==> src/rtl/fps_pkg.sv <==
package fps_pkg;

    localparam int ST_READY  = 0;
    localparam int ST_SUPPLY = 1;
    localparam int ST_OK     = 2;
    localparam int ST_NOLOAD = 3;

    localparam logic [7:0] ERASED_BYTE = 8'hFF;

    typedef enum logic [1:0] {
        OP_IDLE  = 2'd0,
        OP_PROG  = 2'd1,
        OP_ERASE = 2'd2
    } op_e;

    function automatic logic [7:0] poll_flip(input logic [7:0] b);
        return {~b[7], b[6:0]};
    endfunction

endpackage

==> src/rtl/fps_cycle_timer.sv <==
module fps_cycle_timer #(
    parameter  int CYCLES = 16,
    localparam int CW     = (CYCLES > 1) ? $clog2(CYCLES) : 1
) (
    input  logic clk,
    input  logic rst_n,
    input  logic start_i,
    output logic active_o,
    output logic done_o
);

    localparam logic [CW-1:0] LAST = CW'(CYCLES - 1);

    typedef struct packed {
        logic          active;
        logic [CW-1:0] cnt;
    } tmr_t;

    tmr_t tmr_d, tmr_q;

    always_comb begin
        tmr_d = tmr_q;
        if (tmr_q.active) begin
            if (tmr_q.cnt == '0) begin
                tmr_d.active = 1'b0;
            end else begin
                tmr_d.cnt = tmr_q.cnt - 1'b1;
            end
        end else if (start_i) begin
            tmr_d.active = 1'b1;
            tmr_d.cnt    = LAST;
        end
    end

    always_ff @(posedge clk or negedge rst_n) begin
        if (!rst_n) begin
            tmr_q <= '0;
        end else begin
            tmr_q <= tmr_d;
        end
    end

    assign active_o = tmr_q.active;
    assign done_o   = tmr_q.active && (tmr_q.cnt == '0);

    assert_cnt_in_range_R4: assert property (@(posedge clk) disable iff (!rst_n)
        tmr_q.cnt <= LAST);

    assert_end_only_at_zero_R4: assert property (@(posedge clk) disable iff (!rst_n)
        $fell(tmr_q.active) |-> ($past(tmr_q.cnt) == '0));

    assert_no_retrigger_R10: assert property (@(posedge clk) disable iff (!rst_n)
        (tmr_q.active && tmr_q.cnt != '0) |=> (tmr_q.cnt == $past(tmr_q.cnt) - 1'b1));

endmodule

==> src/rtl/fps_page_buffer.sv <==
module fps_page_buffer #(
    parameter  int BYTES = 8,
    localparam int AW    = $clog2(BYTES)
) (
    input  logic                  clk,
    input  logic                  rst_n,
    input  logic                  clear_i,
    input  logic                  wr_i,
    input  logic [AW-1:0]         addr_i,
    input  logic [7:0]            data_i,
    output logic [BYTES-1:0][7:0] data_o,
    output logic [BYTES-1:0]      valid_o,
    output logic [AW-1:0]         last_addr_o,
    output logic [7:0]            last_data_o
);

    typedef struct packed {
        logic [BYTES-1:0][7:0] data;
        logic [BYTES-1:0]      valid;
        logic [AW-1:0]         last_addr;
        logic [7:0]            last_data;
    } pbuf_t;

    pbuf_t pb_d, pb_q;

    always_comb begin
        pb_d = pb_q;
        if (clear_i) begin
            pb_d.valid = '0;
        end
        if (wr_i) begin
            pb_d.data[addr_i]  = data_i;
            pb_d.valid[addr_i] = 1'b1;
            pb_d.last_addr     = addr_i;
            pb_d.last_data     = data_i;
        end
    end

    always_ff @(posedge clk or negedge rst_n) begin
        if (!rst_n) begin
            pb_q.data      <= {BYTES{8'hFF}};
            pb_q.valid     <= '0;
            pb_q.last_addr <= '0;
            pb_q.last_data <= '0;
        end else begin
            pb_q <= pb_d;
        end
    end

    assign data_o      = pb_q.data;
    assign valid_o     = pb_q.valid;
    assign last_addr_o = pb_q.last_addr;
    assign last_data_o = pb_q.last_data;

    assert_write_marks_byte_R4: assert property (@(posedge clk) disable iff (!rst_n)
        wr_i |=> (valid_o[$past(addr_i)] && last_data_o == $past(data_i)));

    assert_clear_drops_marks_R3: assert property (@(posedge clk) disable iff (!rst_n)
        (clear_i && !wr_i) |=> (valid_o == '0));

endmodule

==> src/rtl/fps_flash_page.sv <==
module fps_flash_page #(
    parameter  int BYTES = 8,
    localparam int AW    = $clog2(BYTES)
) (
    input  logic                  clk,
    input  logic                  rst_n,
    input  logic                  commit_prog_i,
    input  logic                  commit_erase_i,
    input  logic [BYTES-1:0][7:0] buf_i,
    input  logic [BYTES-1:0]      valid_i,
    input  logic [AW-1:0]         rd_addr_i,
    output logic [7:0]            rd_data_o
);

    logic [BYTES-1:0][7:0] cell_d, cell_q;

    always_comb begin
        cell_d = cell_q;
        for (int i = 0; i < BYTES; i++) begin
            if (commit_erase_i) begin
                cell_d[i] = fps_pkg::ERASED_BYTE;
            end else if (commit_prog_i && valid_i[i]) begin
                cell_d[i] = buf_i[i];
            end
        end
    end

    always_ff @(posedge clk or negedge rst_n) begin
        if (!rst_n) begin
            cell_q <= {BYTES{fps_pkg::ERASED_BYTE}};
        end else begin
            cell_q <= cell_d;
        end
    end

    assign rd_data_o = cell_q[rd_addr_i];

    assert_cells_hold_R9: assert property (@(posedge clk) disable iff (!rst_n)
        (!commit_prog_i && !commit_erase_i) |=> $stable(cell_q));

    assert_single_commit_R11: assert property (@(posedge clk) disable iff (!rst_n)
        !(commit_prog_i && commit_erase_i));

endmodule

==> src/rtl/flash_prog_status.sv <==
module flash_prog_status
    import fps_pkg::*;
#(
    parameter  int PAGE_BYTES  = 8,
    parameter  int PROG_CYCLES = 16,
    localparam int AW          = $clog2(PAGE_BYTES)
) (
    input  logic          clk,
    input  logic          rst_n,
    input  logic          bod_low_i,
    input  logic          cmd_load_i,
    input  logic          cmd_prog_i,
    input  logic          cmd_erase_i,
    input  logic          wr_en_i,
    input  logic [AW-1:0] wr_addr_i,
    input  logic [7:0]    wr_data_i,
    input  logic [AW-1:0] rd_addr_i,
    output logic [7:0]    rd_data_o,
    output logic [7:0]    status_o
);

    typedef struct packed {
        logic          noload;
        logic          ok;
        logic          inhibit;
        logic          bod_seen;
        op_e           op;
        logic [7:0]    poll_data;
        logic [AW-1:0] poll_addr;
    } ctl_t;

    ctl_t ctl_d, ctl_q;

    logic                       tmr_active, tmr_done;
    logic                       blocked, start_erase, start_prog, start_any;
    logic                       buf_clear, buf_wr;
    logic                       commit_prog, commit_erase, end_ok;
    logic [PAGE_BYTES-1:0][7:0] buf_data;
    logic [PAGE_BYTES-1:0]      buf_valid;
    logic [AW-1:0]              last_addr;
    logic [7:0]                 last_data;
    logic [7:0]                 cell_rd;

    // command gating: brownout or a running cycle blocks everything
    assign blocked     = bod_low_i || ctl_q.inhibit || tmr_active;
    assign start_erase = cmd_erase_i && !blocked;
    assign start_prog  = cmd_prog_i && !cmd_erase_i && !blocked;
    assign start_any   = start_erase || start_prog;
    assign buf_clear   = cmd_load_i && !blocked && !start_any;
    assign buf_wr      = wr_en_i && !blocked && !start_any;

    assign end_ok       = tmr_done && !ctl_q.bod_seen && !bod_low_i;
    assign commit_prog  = end_ok && (ctl_q.op == OP_PROG);
    assign commit_erase = end_ok && (ctl_q.op == OP_ERASE);

    always_comb begin
        ctl_d         = ctl_q;
        ctl_d.inhibit = bod_low_i;
        if (buf_clear) begin
            ctl_d.noload = 1'b0;
        end
        if (start_any) begin
            ctl_d.noload    = 1'b1;
            ctl_d.ok        = 1'b0;
            ctl_d.bod_seen  = 1'b0;
            ctl_d.op        = start_erase ? OP_ERASE : OP_PROG;
            ctl_d.poll_data = start_erase ? ERASED_BYTE : last_data;
            ctl_d.poll_addr = last_addr;
        end else if (tmr_active) begin
            if (bod_low_i) begin
                ctl_d.bod_seen = 1'b1;
            end
            if (tmr_done) begin
                ctl_d.ok = end_ok;
                ctl_d.op = OP_IDLE;
            end
        end
    end

    always_ff @(posedge clk or negedge rst_n) begin
        if (!rst_n) begin
            ctl_q.noload    <= 1'b1;
            ctl_q.ok        <= 1'b1;
            ctl_q.inhibit   <= 1'b0;
            ctl_q.bod_seen  <= 1'b0;
            ctl_q.op        <= OP_IDLE;
            ctl_q.poll_data <= '0;
            ctl_q.poll_addr <= '0;
        end else begin
            ctl_q <= ctl_d;
        end
    end

    fps_cycle_timer #(
        .CYCLES (PROG_CYCLES)
    ) u_timer (
        .clk      (clk),
        .rst_n    (rst_n),
        .start_i  (start_any),
        .active_o (tmr_active),
        .done_o   (tmr_done)
    );

    fps_page_buffer #(
        .BYTES (PAGE_BYTES)
    ) u_buffer (
        .clk         (clk),
        .rst_n       (rst_n),
        .clear_i     (buf_clear),
        .wr_i        (buf_wr),
        .addr_i      (wr_addr_i),
        .data_i      (wr_data_i),
        .data_o      (buf_data),
        .valid_o     (buf_valid),
        .last_addr_o (last_addr),
        .last_data_o (last_data)
    );

    fps_flash_page #(
        .BYTES (PAGE_BYTES)
    ) u_page (
        .clk            (clk),
        .rst_n          (rst_n),
        .commit_prog_i  (commit_prog),
        .commit_erase_i (commit_erase),
        .buf_i          (buf_data),
        .valid_i        (buf_valid),
        .rd_addr_i      (rd_addr_i),
        .rd_data_o      (cell_rd)
    );

    // read path: poll values replace the array while a cycle runs
    always_comb begin
        rd_data_o = cell_rd;
        if (ctl_q.op == OP_ERASE) begin
            rd_data_o = poll_flip(ctl_q.poll_data);
        end else if (ctl_q.op == OP_PROG && rd_addr_i == ctl_q.poll_addr) begin
            rd_data_o = poll_flip(ctl_q.poll_data);
        end
    end

    always_comb begin
        status_o             = '0;
        status_o[ST_READY]   = !tmr_active && !ctl_q.inhibit;
        status_o[ST_SUPPLY]  = !ctl_q.inhibit;
        status_o[ST_OK]      = ctl_q.ok;
        status_o[ST_NOLOAD]  = ctl_q.noload;
    end

    assert_op_tracks_timer_R4: assert property (@(posedge clk) disable iff (!rst_n)
        (ctl_q.op != OP_IDLE) == tmr_active);

    assert_ok_low_while_running_R4: assert property (@(posedge clk) disable iff (!rst_n)
        tmr_active |-> !status_o[ST_OK]);

    assert_inhibit_clears_ready_R8: assert property (@(posedge clk) disable iff (!rst_n)
        !status_o[ST_SUPPLY] |-> !status_o[ST_READY]);

    assert_start_flags_R3: assert property (@(posedge clk) disable iff (!rst_n)
        start_any |=> (status_o[ST_NOLOAD] && !status_o[ST_OK] && !status_o[ST_READY]));

    assert_brownout_fails_cycle_R9: assert property (@(posedge clk) disable iff (!rst_n)
        (tmr_done && (ctl_q.bod_seen || bod_low_i)) |=> !status_o[ST_OK]);

    assert_erase_wins_R11: assert property (@(posedge clk) disable iff (!rst_n)
        (cmd_erase_i && cmd_prog_i && !blocked) |=> (ctl_q.op == OP_ERASE));

    assert_upper_zero_R2: assert property (@(posedge clk) disable iff (!rst_n)
        status_o[7:4] == 4'h0);

endmodule

==> config.mk <==
export PLATFORM = sky130hd
export DESIGN_NAME = flash_prog_status
export DESIGN_NICKNAME = d
export VERILOG_FILES = /design/src/rtl/fps_pkg.sv /design/src/rtl/fps_cycle_timer.sv /design/src/rtl/fps_page_buffer.sv /design/src/rtl/fps_flash_page.sv /design/src/rtl/flash_prog_status.sv
export SDC_FILE = /design/constraint.sdc
export NUM_CORES = 1
export LEC_CHECK = 0
export ABC_CLOCK_PERIOD_IN_PS = 3000
export BUFFER_PORTS_ARGS = -buffer_cell sky130_fd_sc_hd__buf_2
export CORE_ASPECT_RATIO = 0.9
export CORE_MARGIN = 2
export CORE_UTILIZATION = 65
export DETAILED_ROUTE_END_ITERATION = 6
export PLACE_DENSITY = 0.87
export SLEW_MARGIN = 0
export SYNTH_ARGS = -nofsm -noshare
export SYNTH_HDL_FRONTEND = slang
export SYNTH_SLANG_ARGS = --single-unit
==> constraint.sdc <==
create_clock -name clk -period 3 [get_ports clk]
set_input_delay 0.15 -clock clk [delete_from_list [all_inputs] [get_ports clk]]
set_output_delay 0.15 -clock clk [all_outputs]
set_load 0.03 [all_outputs]
==> results of run 1 <==
==> synth_stat cells, types with 3 or more instances <==
cell type    n  area share
a21o_1       4      0.0040
a21oi_1      3      0.0020
buf_1        3      0.0015
buf_2       11      0.0073
buf_4        6      0.0059
clkbuf_1    25       0.012
dfrtp_1     39        0.13
dfstp_2    130        0.45
inv_1        4      0.0020
mux2_2      78        0.12
mux4_2      16       0.048
nand2_1    141       0.070
nand3_1    141       0.093
nand4_1      9      0.0074
nor2_1       6      0.0030
nor3_1       3      0.0020
xnor2_1      4      0.0046
==> flip-flops by register name (all words and copies together), names as in the netlist <==
name                  count
u_timer.active_o          1
status_o                  2
u_buffer.data_o          64
u_timer.tmr_q             4
u_buffer.valid_o          8
u_buffer.last_data_o      8
u_buffer.last_addr_o      3
u_page.cell_q            64
ctl_q                    15
==> cell usage in the layout, fill, tap and decap left out, drive strengths merged, types with 3 or more instances in the layout <==
cell	instances
nand3	142
nand2	141
dfstp	130
mux2	78
buf	40
dfrtp	39
clkbuf	25
mux4	16
nand4	10
nor2	6
inv	5
nor3	5
a21o	4
xnor2	4
conb	4
clkinv	4
a21oi	3
dlygate4sd3	3
nand4b	3
==> power by group <==
| part | switching [W] | total [W] | internal, W | leakage [nW] |
|---|---|---|---|---|
| Sequential | 0.000344 | 0.00323 | 0.00288 | 1.82 |
| Combinational | 0.000761 | 0.00129 | 0.000524 | 1.70 |
| Clock | 0.000848 | 0.00209 | 0.00125 | 0.283 |
==> metal layers <==
layer  track usage  vias up
met5             0        -
met4         0.130        0
met3        0.0821       56
met2         0.505      301
met1         0.416     2762
li1              -     2317
==> worst min-delay path, stage by stage <==
cell and delay, ns:
buf_2 0.19, nand2_1 0.09, nand2_1 0.04
==> worst max-delay path by stage <==
| stage | start | endpoint | slack (ns) | cells after the start |
|---|---|---|---|---|
| 2_1_floorplan | rd_addr_i[0] | rd_data_o[7] | 0.97 | 6 |
| 3_3_place_gp | u_timer.active_o$_DFF_PN0_ | u_buffer.data_o[35]$_DFFE_PN1P_ | 0.79 | 4 |
| 3_5_place_dp | u_timer.active_o$_DFF_PN0_ | u_buffer.data_o[34]$_DFFE_PN1P_ | 0.67 | 4 |
| 4_1_cts | ctl_q[12]$_DFFE_PN0P_ | rd_data_o[6] | 0.45 | 6 |
| 5_1_grt | ctl_q[12]$_DFFE_PN0P_ | rd_data_o[6] | 0.35 | 6 |
| 6_report | ctl_q[12]$_DFFE_PN0P_ | rd_data_o[6] | 0.45 | 6 |
==> logic make-up (layout without fill, tap and decap cells) <==
| logic type | count (synthesis) | after routing |
|---|---|---|
| other | 1 | 4 |
| XOR/XNOR | 4 | 4 |
| adder cells (fa/ha/maj) | 2 | 2 |
| buffers and inverters | 49 | 79 |
| AO/OA/AOI/OAI | 13 | 13 |
| multiplexers | 96 | 96 |
| AND/OR/NAND/NOR | 318 | 318 |
| flip-flops | 169 | 169 |
==> metrics by stage <==
step | hold slack, ns | instances
final | 0.0797 | 841
after global placement | 0.245 | 806
after detailed placement | 0.253 | 806
after CTS | 0.0653 | 841
after floorplan | -0.146 | 655
after global routing | 0.0693 | 841
==> cell type report <==
type	instances	area, um^2
Clock buffer	25	505
Clock inverter	7	63.8
Fill cell	718	2950
Inverter	4	15.0
Multi-Input combinational cell	437	2980
Sequential cell	169	4390
Tap cell	156	195
Timing Repair Buffer	43	282
==> what timing repair did <==
| item | CTS | global route |
|---|---|---|
| endpoints found under the hold margin | 32 | 0 |
| buffers inserted | 0 | 0 |
| hold buffers | 3 | 0 |
==> results_dict.tcl, run 1 <==
set metrics [dict create \
    die_h_um 106 \
    grt_pass1_vias 5402 \
    netlist-cell-type-count 37 \
    crit_slowest_cell "dfrtp_1" \
    syn_area_um2 7580 \
    crit_chain "nor2b_1 > buf_4 > nand4_1 > o21ai_1 > mux2_2 > buf_2" \
    worstReg2RegEnd "u_buffer.data_o[34]$_DFFE_PN1P_" \
    core_area_um2 11400 \
    finalCritPeriodShare 0.849 \
    synth_compound_area_frac 0.0116 \
    place_ws_ns 0.668 \
    grt.overflow.total 0 \
    synth-async-reset-ratio 1.00 \
    cap_violations 0 \
    grt_setup_unrepaired "no" \
    dp_hpwl_mm 11.7 \
    cts_tree "built" \
    numCtsBuffers 17 \
    yosysSeqAreaShare 0.580 \
    clk_pin_slew_ns 0.06 \
    powerDensity_nw_per_um2 783 \
    nets 695 \
    fin_ws_ns 0.452 \
    synth_adder_area_share 0.00330 \
    muxShareOfSynthArea 0.166 \
    synth_top_family_by_area "simple AND/OR/NAND/NOR gates" \
    power_leakage_nw 3.81 \
    start_util 0.665 \
    critPathArrivalTime_ns 2.40 \
    finish.instance_area_um2 8440 \
    crit_buf_inv 2 \
    reg2reg_depth 4 \
    clk_path_buf_depth 2 \
    htreeDepth 4 \
    drt_iter0_drc 594 \
    cp_top_family "flip-flops" \
    period_needed_ns 2.55 \
    die-area_um2 12500 \
    place_congestion 0.855 \
    clock-sinks 169 \
    vias_per_cell 6.46 \
    worst_slew_pin_slew_ns 0.761 \
    hold_path_class "primary input to register" \
    cts-resized-gates 0 \
    die_w_um 118 \
    met1_length_mm 7.27 \
    wire_per_inst_um 22.0 \
    hp-start "wr_addr_i[1]" \
    rows 37 \
    io_buffer_count 32 \
    ff2ff_setup_slack_ns 0.57 \
    skew_ns 0.00667 \
    top_layer "met4" \
    cp-start-kind "register" \
    synthFlopType "dfstp_2" \
    grt.total_usage 0.316 \
    fmax_mhz 393 \
    grt_max_degree 85 \
    grt_antenna_before_repair 0 \
    route.met2.wl_mm 9.12 \
    r2r-start "u_timer.active_o$_DFF_PN0_" \
    critPathCaptureType "primary output" \
    drtPass1Iterations 5 \
    slew_headroom 0.489 \
    tns_ns 0 \
    worstPathMaxFanout 10 \
    io_pins 37 \
    postPlaceCellArea_um2 7840 \
    ys_seq_elements 169 \
    min_to "u_buffer.last_addr_o[1]$_DFFE_PN0P_" \
    cts_root_buffer "clkbuf_16" \
    avgSynthCellArea_um2 11.6 \
    hold_depth 3 \
    slew_violations 0 \
    synth_edf_count 0 \
    diodes 0 \
    dr_wl_met3_mm 1.55 \
    ant_nets 0 \
    criticalPathCategory "register to primary output" \
    drcViolationCount 0 \
    drt-total-wl_mm 18.5 \
    ir_drop_uv 732 \
    status "finished clean" \
    hold_viol 0 \
    setup_violations 0 \
    layout-drive-gt1-share 0.444 \
    synthXorXnorAreaFrac 0.00462 \
    post-route-util 0.741 \
    synthSimpleGateAreaFrac 0.205 \
    synth_cells 652 \
    via_count 5436 \
    critPathMaxStageDelay_ns 0.43 \
    clock_latency_ns 0.43 \
    layout-area-overhead-vs-synth_pct 11.3 \
    finalPower_w 0.00661 \
    yosysWarnings 0 \
    grt_pass1_wl_mm 29.6 \
    crit_required_ns 2.85 \
]
Power figures use the tool's default switching activity.
==> run 2: changes to the inputs <==
--- a/config.mk
+++ b/config.mk
@@ -5,13 +5,13 @@
 export SDC_FILE = /design/constraint.sdc
 export NUM_CORES = 1
 export LEC_CHECK = 0
-export ABC_CLOCK_PERIOD_IN_PS = 3000
+export ABC_CLOCK_PERIOD_IN_PS = 2200
 export BUFFER_PORTS_ARGS = -buffer_cell sky130_fd_sc_hd__buf_2
 export CORE_ASPECT_RATIO = 0.9
 export CORE_MARGIN = 2
-export CORE_UTILIZATION = 65
+export CORE_UTILIZATION = 55
 export DETAILED_ROUTE_END_ITERATION = 6
-export PLACE_DENSITY = 0.87
+export PLACE_DENSITY = 0.79
 export SLEW_MARGIN = 0
 export SYNTH_ARGS = -nofsm -noshare
 export SYNTH_HDL_FRONTEND = slang
==> constraint.sdc (replaced) <==
create_clock -name clk -period 2.2 [get_ports clk]
set_input_delay 0.11 -clock clk [delete_from_list [all_inputs] [get_ports clk]]
set_output_delay 0.11 -clock clk [all_outputs]
set_load 0.03 [all_outputs]
==> run 2 against run 1 <==
Net effect: core utilization is 9.1 points lower; worst hold slack worse by 0.054 ns; first-iteration DRC count is 4.7% lower; final cell count is 3.3% higher; global-route usage is 4.3 points lower; count of clock-buffer cells in the layout is 3 lower; total power is 44% higher; via count is 0.66% lower; die area is 18% higher; design area is 3.3% higher; critical path depth is 2 lower; critical endpoint unchanged; largest cell class unchanged; largest power group unchanged.
==> results_dict.tcl, run 2 (synthesized netlist as in run 1, its figures left out) <==
set metrics [dict create \
    status "finished clean" \
    ff2ff_setup_slack_ns 0.12 \
    grt_pass1_vias 5404 \
    clock_latency_ns 0.44 \
    setup_violations 0 \
    grt_pass1_wl_mm 29.8 \
    critPathArrivalTime_ns 2.07 \
    worst_slew_pin_slew_ns 0.715 \
    critPathCaptureType "primary output" \
    cp-start-kind "register" \
    drcViolationCount 0 \
    io_pins 37 \
    finalCritPeriodShare 0.990 \
    min_to "u_buffer.last_data_o[4]$_DFFE_PN0P_" \
    rows 40 \
    crit_required_ns 2.09 \
    power_leakage_nw 3.94 \
    die-area_um2 14700 \
    diodes 0 \
    r2r-start "u_timer.active_o$_DFF_PN0_" \
    finish.instance_area_um2 8710 \
    hp-start "wr_data_i[4]" \
    use_met2 0.435 \
    place_congestion 0.919 \
    criticalPathCategory "register to primary output" \
    postPlaceCellArea_um2 7960 \
    grt.overflow.total 0 \
    grt_setup_unrepaired "no" \
    use_met1 0.360 \
    core_area_um2 13400 \
    grt_antenna_before_repair 0 \
    layout_common_cells "nand3_1, nand2_1, dfstp_2, mux2_2, dfrtp_1" \
    grt_max_degree 65 \
    dp_hpwl_mm 12.0 \
    start_util 0.565 \
    grt.total_usage 0.272 \
    die_w_um 128 \
    layout-area-overhead-vs-synth_pct 15.0 \
    skew_ns 0.00934 \
    period_needed_ns 2.18 \
    tns_ns 0 \
    clock-sinks 169 \
    via_count 5400 \
    powerDensity_nw_per_um2 1090 \
    htreeDepth 4 \
    io_buffer_count 32 \
    drtPass1Iterations 6 \
    cts_root_buffer "clkbuf_16" \
    multi_input_area_um2 3000 \
    clk_pin_slew_ns 0.07 \
    fillers 976 \
    worstPathMaxFanout 2 \
    wire_per_inst_um 21.6 \
    clk_path_buf_depth 2 \
    grt_use_met3 0.0642 \
    seq_area_um2 4390 \
    vias_per_cell 6.21 \
    drt_iter0_drc 566 \
    numCtsBuffers 17 \
    cts_tree "built" \
    worstReg2RegEnd "u_buffer.data_o[20]$_DFFE_PN1P_" \
    hold_path_class "primary input to register" \
    nets 711 \
    fmax_mhz 459 \
    drt-total-wl_mm 18.7 \
    slew_violations 0 \
    hold_viol 0 \
    ant_nets 0 \
    grt_busiest_layer "met2" \
    hold_depth 3 \
    finalPower_w 0.00948 \
    cap_violations 0 \
    ir_drop_uv 865 \
    layout-drive-gt1-share 0.459 \
    die_h_um 115 \
    reg2reg_depth 5 \
    slew_headroom 0.524 \
]
-- run 2: cell count changes in the layout (fill, tap and decap cells not counted), moves of 2 or more --
| cell | delta |
|---|---|
| buf_2 | -3 |
| inv_6 | +2 |
| mux2_4 | +4 |
| buf_12 | +2 |
| clkinv_2 | -3 |
| bufinv_16 | +4 |
| buf_4 | +16 |
| clkbuf_8 | -2 |
| mux2_2 | -4 |
-- run 2: per-layer routing --
metal | vias up | wire length, um
met2 | 227 | 9220
met4 | 0 | 498
met1 | 2790 | 7770
li1 | 2344 | -
met5 | - | 0
met3 | 39 | 1240
-- run 2: what timing repair did --
item | 4_1_cts | 5_1_grt
hold buffers | 3 | 0
hold endpoints to repair | 58 | 0
gates cloned | 0 | 0
pin swaps | 0 | 3
setup endpoints to repair | 7 | 53
resized for setup | 1 | 10
buffers inserted | 0 | 4
-- run 2: area by class of cell --
class	count	area share
Inverter	4	0.00172
Sequential cell	169	0.504
Timing Repair Buffer	59	0.0498
Multi-Input combinational cell	437	0.344
Tap cell	168	0.0241
Clock inverter	10	0.0215
Clock buffer	22	0.0544
-- run 2: power breakdown --
group / leakage, nW / switching (W) / internal, W / total (W)
combinational: 1.80 / 0.00100 / 0.000768 / 0.00177
clock: 0.317 / 0.00123 / 0.00211 / 0.00334
sequential: 1.82 / 0.000446 / 0.00393 / 0.00437
-- run 2: worst max-delay path by stage --
| stage | start | endpoint | slack, ns |
|---|---|---|---|
| after global routing | u_page.cell_q[62]$_DFFE_PN1P_ | rd_data_o[6] | 0.0009 |
| after floorplan | rd_addr_i[0] | rd_data_o[7] | 0.25 |
| after global placement | u_timer.tmr_q[0]$_DFFE_PN0P_ | u_page.cell_q[54]$_DFFE_PN1P_ | 0.21 |
| after CTS | u_timer.tmr_q[0]$_DFFE_PN0P_ | u_page.cell_q[53]$_DFFE_PN1P_ | 0.02 |
| final | u_page.cell_q[62]$_DFFE_PN1P_ | rd_data_o[6] | 0.02 |
| after detailed placement | u_timer.tmr_q[0]$_DFFE_PN0P_ | u_page.cell_q[51]$_DFFE_PN1P_ | 0.04 |
-- run 2: metrics by stage --
step                 util  instances  setup slack, ns  hold WS (ns)
floorplan               -        655            0.251        -0.186
global placement    0.594        830            0.210       -0.0168
detailed placement  0.594        830           0.0378       -0.0137
CTS                 0.645        865           0.0192        0.0200
global route        0.650        869         0.000937        0.0252
finish              0.650        869           0.0213        0.0259
-- run 2: critical path, cell delays in order (launching register included) --
cell	delay (ns)
dfstp_2	0.37
mux4_2	0.51
mux2_2	0.31
mux2_2	0.27
buf_2	0.18
==> run 3: changes to the inputs <==
--- a/config.mk
+++ b/config.mk
@@ -5,7 +5,7 @@
 export SDC_FILE = /design/constraint.sdc
 export NUM_CORES = 1
 export LEC_CHECK = 0
-export ABC_CLOCK_PERIOD_IN_PS = 2200
+export ABC_CLOCK_PERIOD_IN_PS = 2000
 export BUFFER_PORTS_ARGS = -buffer_cell sky130_fd_sc_hd__buf_2
 export CORE_ASPECT_RATIO = 0.9
 export CORE_MARGIN = 2
==> constraint.sdc (replaced) <==
create_clock -name clk -period 2 [get_ports clk]
set_input_delay 0.1 -clock clk [delete_from_list [all_inputs] [get_ports clk]]
set_output_delay 0.1 -clock clk [all_outputs]
set_load 0.03 [all_outputs]
==> run 3 against run 2 <==
Net effect: the run now ends with setup timing left; flip-flop and latch count is the same; combinational power is 23% higher; non-clock buffer count rose by 7; setup slack got worse by 0.14 ns; final cell count grew 0.81%; sequential share of layout area is essentially flat; critical path type unchanged; critical endpoint is now rd_data_o[3]; largest power group unchanged; highest routed layer unchanged.
==> results_dict.tcl, run 3 (synthesized netlist as in run 1, its figures left out) <==
set metrics [dict create \
    status "finished, violations left" \
    violations "setup timing" \
    fin_ws_ns -0.122 \
    hold_ws_ns 0.0171 \
    drtPass1Iterations 5 \
    drcViolationCount 0 \
    clk_pin_slew_ns 0.06 \
    worst_slew_pin_slew_ns 0.544 \
    grt_pass1_vias 5282 \
    cp-endpoint "rd_data_o[3]" \
    criticalPathCategory "register to primary output" \
    slew_headroom 0.635 \
    core_area_um2 13400 \
    dp_hpwl_mm 12.0 \
    p_seq_frac 0.486 \
    grt_antenna_before_repair 0 \
    pwr-share-comb 0.220 \
    io_pins 37 \
    clock_latency_ns 0.43 \
    critPathArrivalTime_ns 2.02 \
    via_count 5294 \
    rows 40 \
    numCtsBuffers 17 \
    finalCritPeriodShare 1.06 \
    crit_required_ns 1.90 \
    hold_viol 0 \
    fmax_mhz 471 \
    place_congestion 0.946 \
    fillers 1007 \
    die_w_um 128 \
    hold_path_class "primary input to register" \
    power_leakage_nw 3.95 \
    die-area_um2 14700 \
    grt_max_degree 65 \
    clkPwrFrac 0.294 \
    nets 718 \
    cp-start-kind "register" \
    cts_tree "built" \
    drt-total-wl_mm 18.2 \
    critPathCaptureType "primary output" \
    p_sw_w 0.00287 \
    worstPathMaxFanout 2 \
    clk_path_buf_depth 2 \
    start_util 0.565 \
    layout-drive-gt1-share 0.453 \
    powerDensity_nw_per_um2 1140 \
    ir_drop_uv 707 \
    reg2reg_depth 4 \
    intPower_w 0.00704 \
    vias_per_cell 6.04 \
    grt.total_usage 0.265 \
    post-route-util 0.650 \
    io_buffer_count 32 \
    setup_violations 7 \
    htreeDepth 4 \
    grt_pass1_wl_mm 29.1 \
    period_needed_ns 2.12 \
    ant_nets 0 \
    p_sw_frac 0.290 \
    slew_violations 0 \
    cts_root_buffer "clkbuf_16" \
    ff2ff_setup_slack_ns 0.10 \
    layout-area-overhead-vs-synth_pct 15.0 \
    crit_path_start "u_page.cell_q[27]$_DFFE_PN1P_" \
    skew_ns 0.00966 \
    clock-sinks 169 \
    grt_setup_unrepaired "yes" \
    layout_common_cells "nand3_1, nand2_1, dfstp_2, mux2_2, dfrtp_1" \
    die_h_um 115 \
    cap_violations 0 \
    diodes 0 \
    r2r-start "ctl_q[14]$_DFF_PN0_" \
    drt_iter0_drc 552 \
    grt.overflow.total 0 \
    wire_per_inst_um 20.8 \
    worstReg2RegEnd "u_buffer.data_o[28]$_DFFE_PN1P_" \
]
## run 3: changes by cell type in the layout (fill, tap and decap cells not counted), sizes merged
cell / change
buf: +6
bufinv: -5
clkbuf: +6
clkinv: +3
clkinvlp: -2
dlygate4sd3: +1
inv: -2
## run 3: how the worst min path moves through the flow
stage            startpoint                                  end  slack [ns]  depth (start not counted)
3_5_place_dp          rst_n        u_buffer.valid_o[0]$_DFF_PN0_        0.08                          1
4_1_cts        wr_addr_i[2]  u_buffer.last_addr_o[2]$_DFFE_PN0P_        0.01                          3
3_3_place_gp          rst_n        u_buffer.valid_o[0]$_DFF_PN0_        0.08                          1
5_1_grt        wr_data_i[0]  u_buffer.last_data_o[0]$_DFFE_PN0P_        0.04                          3
2_1_floorplan         rst_n                 ctl_q[0]$_DFFE_PN0P_       -0.20                          0
6_report       wr_data_i[5]  u_buffer.last_data_o[5]$_DFFE_PN0P_        0.02                          3
## run 3: worst max-delay path, stage by stage, from the launching register on
cell and delay [ns]:
dfstp_2 0.39, mux4_2 0.50, mux2_4 0.29, mux2_4 0.27, buf_6 0.14
## run 3: per-layer routing
metal | vias to the layer above | wire (um) | GRT usage
met2 | 224 | 8370 | 0.406
li1 | 2352 | - | -
met1 | 2681 | 8000 | 0.367
met5 | - | 0 | 0
met3 | 37 | 1400 | 0.0707
met4 | 0 | 417 | 0.0967
## run 3: repair_timing
action	4_1_cts	5_1_grt
buffers inserted	2	3
endpoints found under the hold margin	52	0
resized for setup	29	2
hold buffers	4	0
setup endpoints to repair	28	72
## run 3: stage by stage
step	std cells	total power [W]	setup slack (ns)	cell area, um^2	setup TNS [ns]
global placement	835	0.00664	0.0829	8010	0
floorplan	655	0.00606	0.0620	7590	0
detailed placement	835	0.00676	-0.0702	8010	-0.159
global route	876	0.0104	-0.148	8710	-0.906
finish	876	0.00991	-0.122	8710	-0.738
CTS	873	0.00992	-0.119	8680	-0.767
## run 3: power groups by stage
| stage | combinational [W] | clock [W] | sequential (W) |
|---|---|---|---|
| 4_1_cts | 0.00218 | 0.00296 | 0.00479 |
| 2_1_floorplan | 0.00146 | 0 | 0.00460 |
| 6_report | 0.00218 | 0.00292 | 0.00481 |
| 5_1_grt | 0.00237 | 0.00311 | 0.00489 |
| 3_5_place_dp | 0.00193 | 0 | 0.00483 |
| 3_3_place_gp | 0.00185 | 0 | 0.00480 |
## run 3: final cells by class
cell class | instances | area (um^2) | share of cell area
Multi-Input combinational cell | 437 | 3040 | 0.348
Clock buffer | 28 | 497 | 0.0570
Timing Repair Buffer | 66 | 544 | 0.0625
Inverter | 4 | 15.0 | 0.00172
Clock inverter | 4 | 20.0 | 0.00230
Sequential cell | 169 | 4390 | 0.504
Tap cell | 168 | 210 | 0.0241
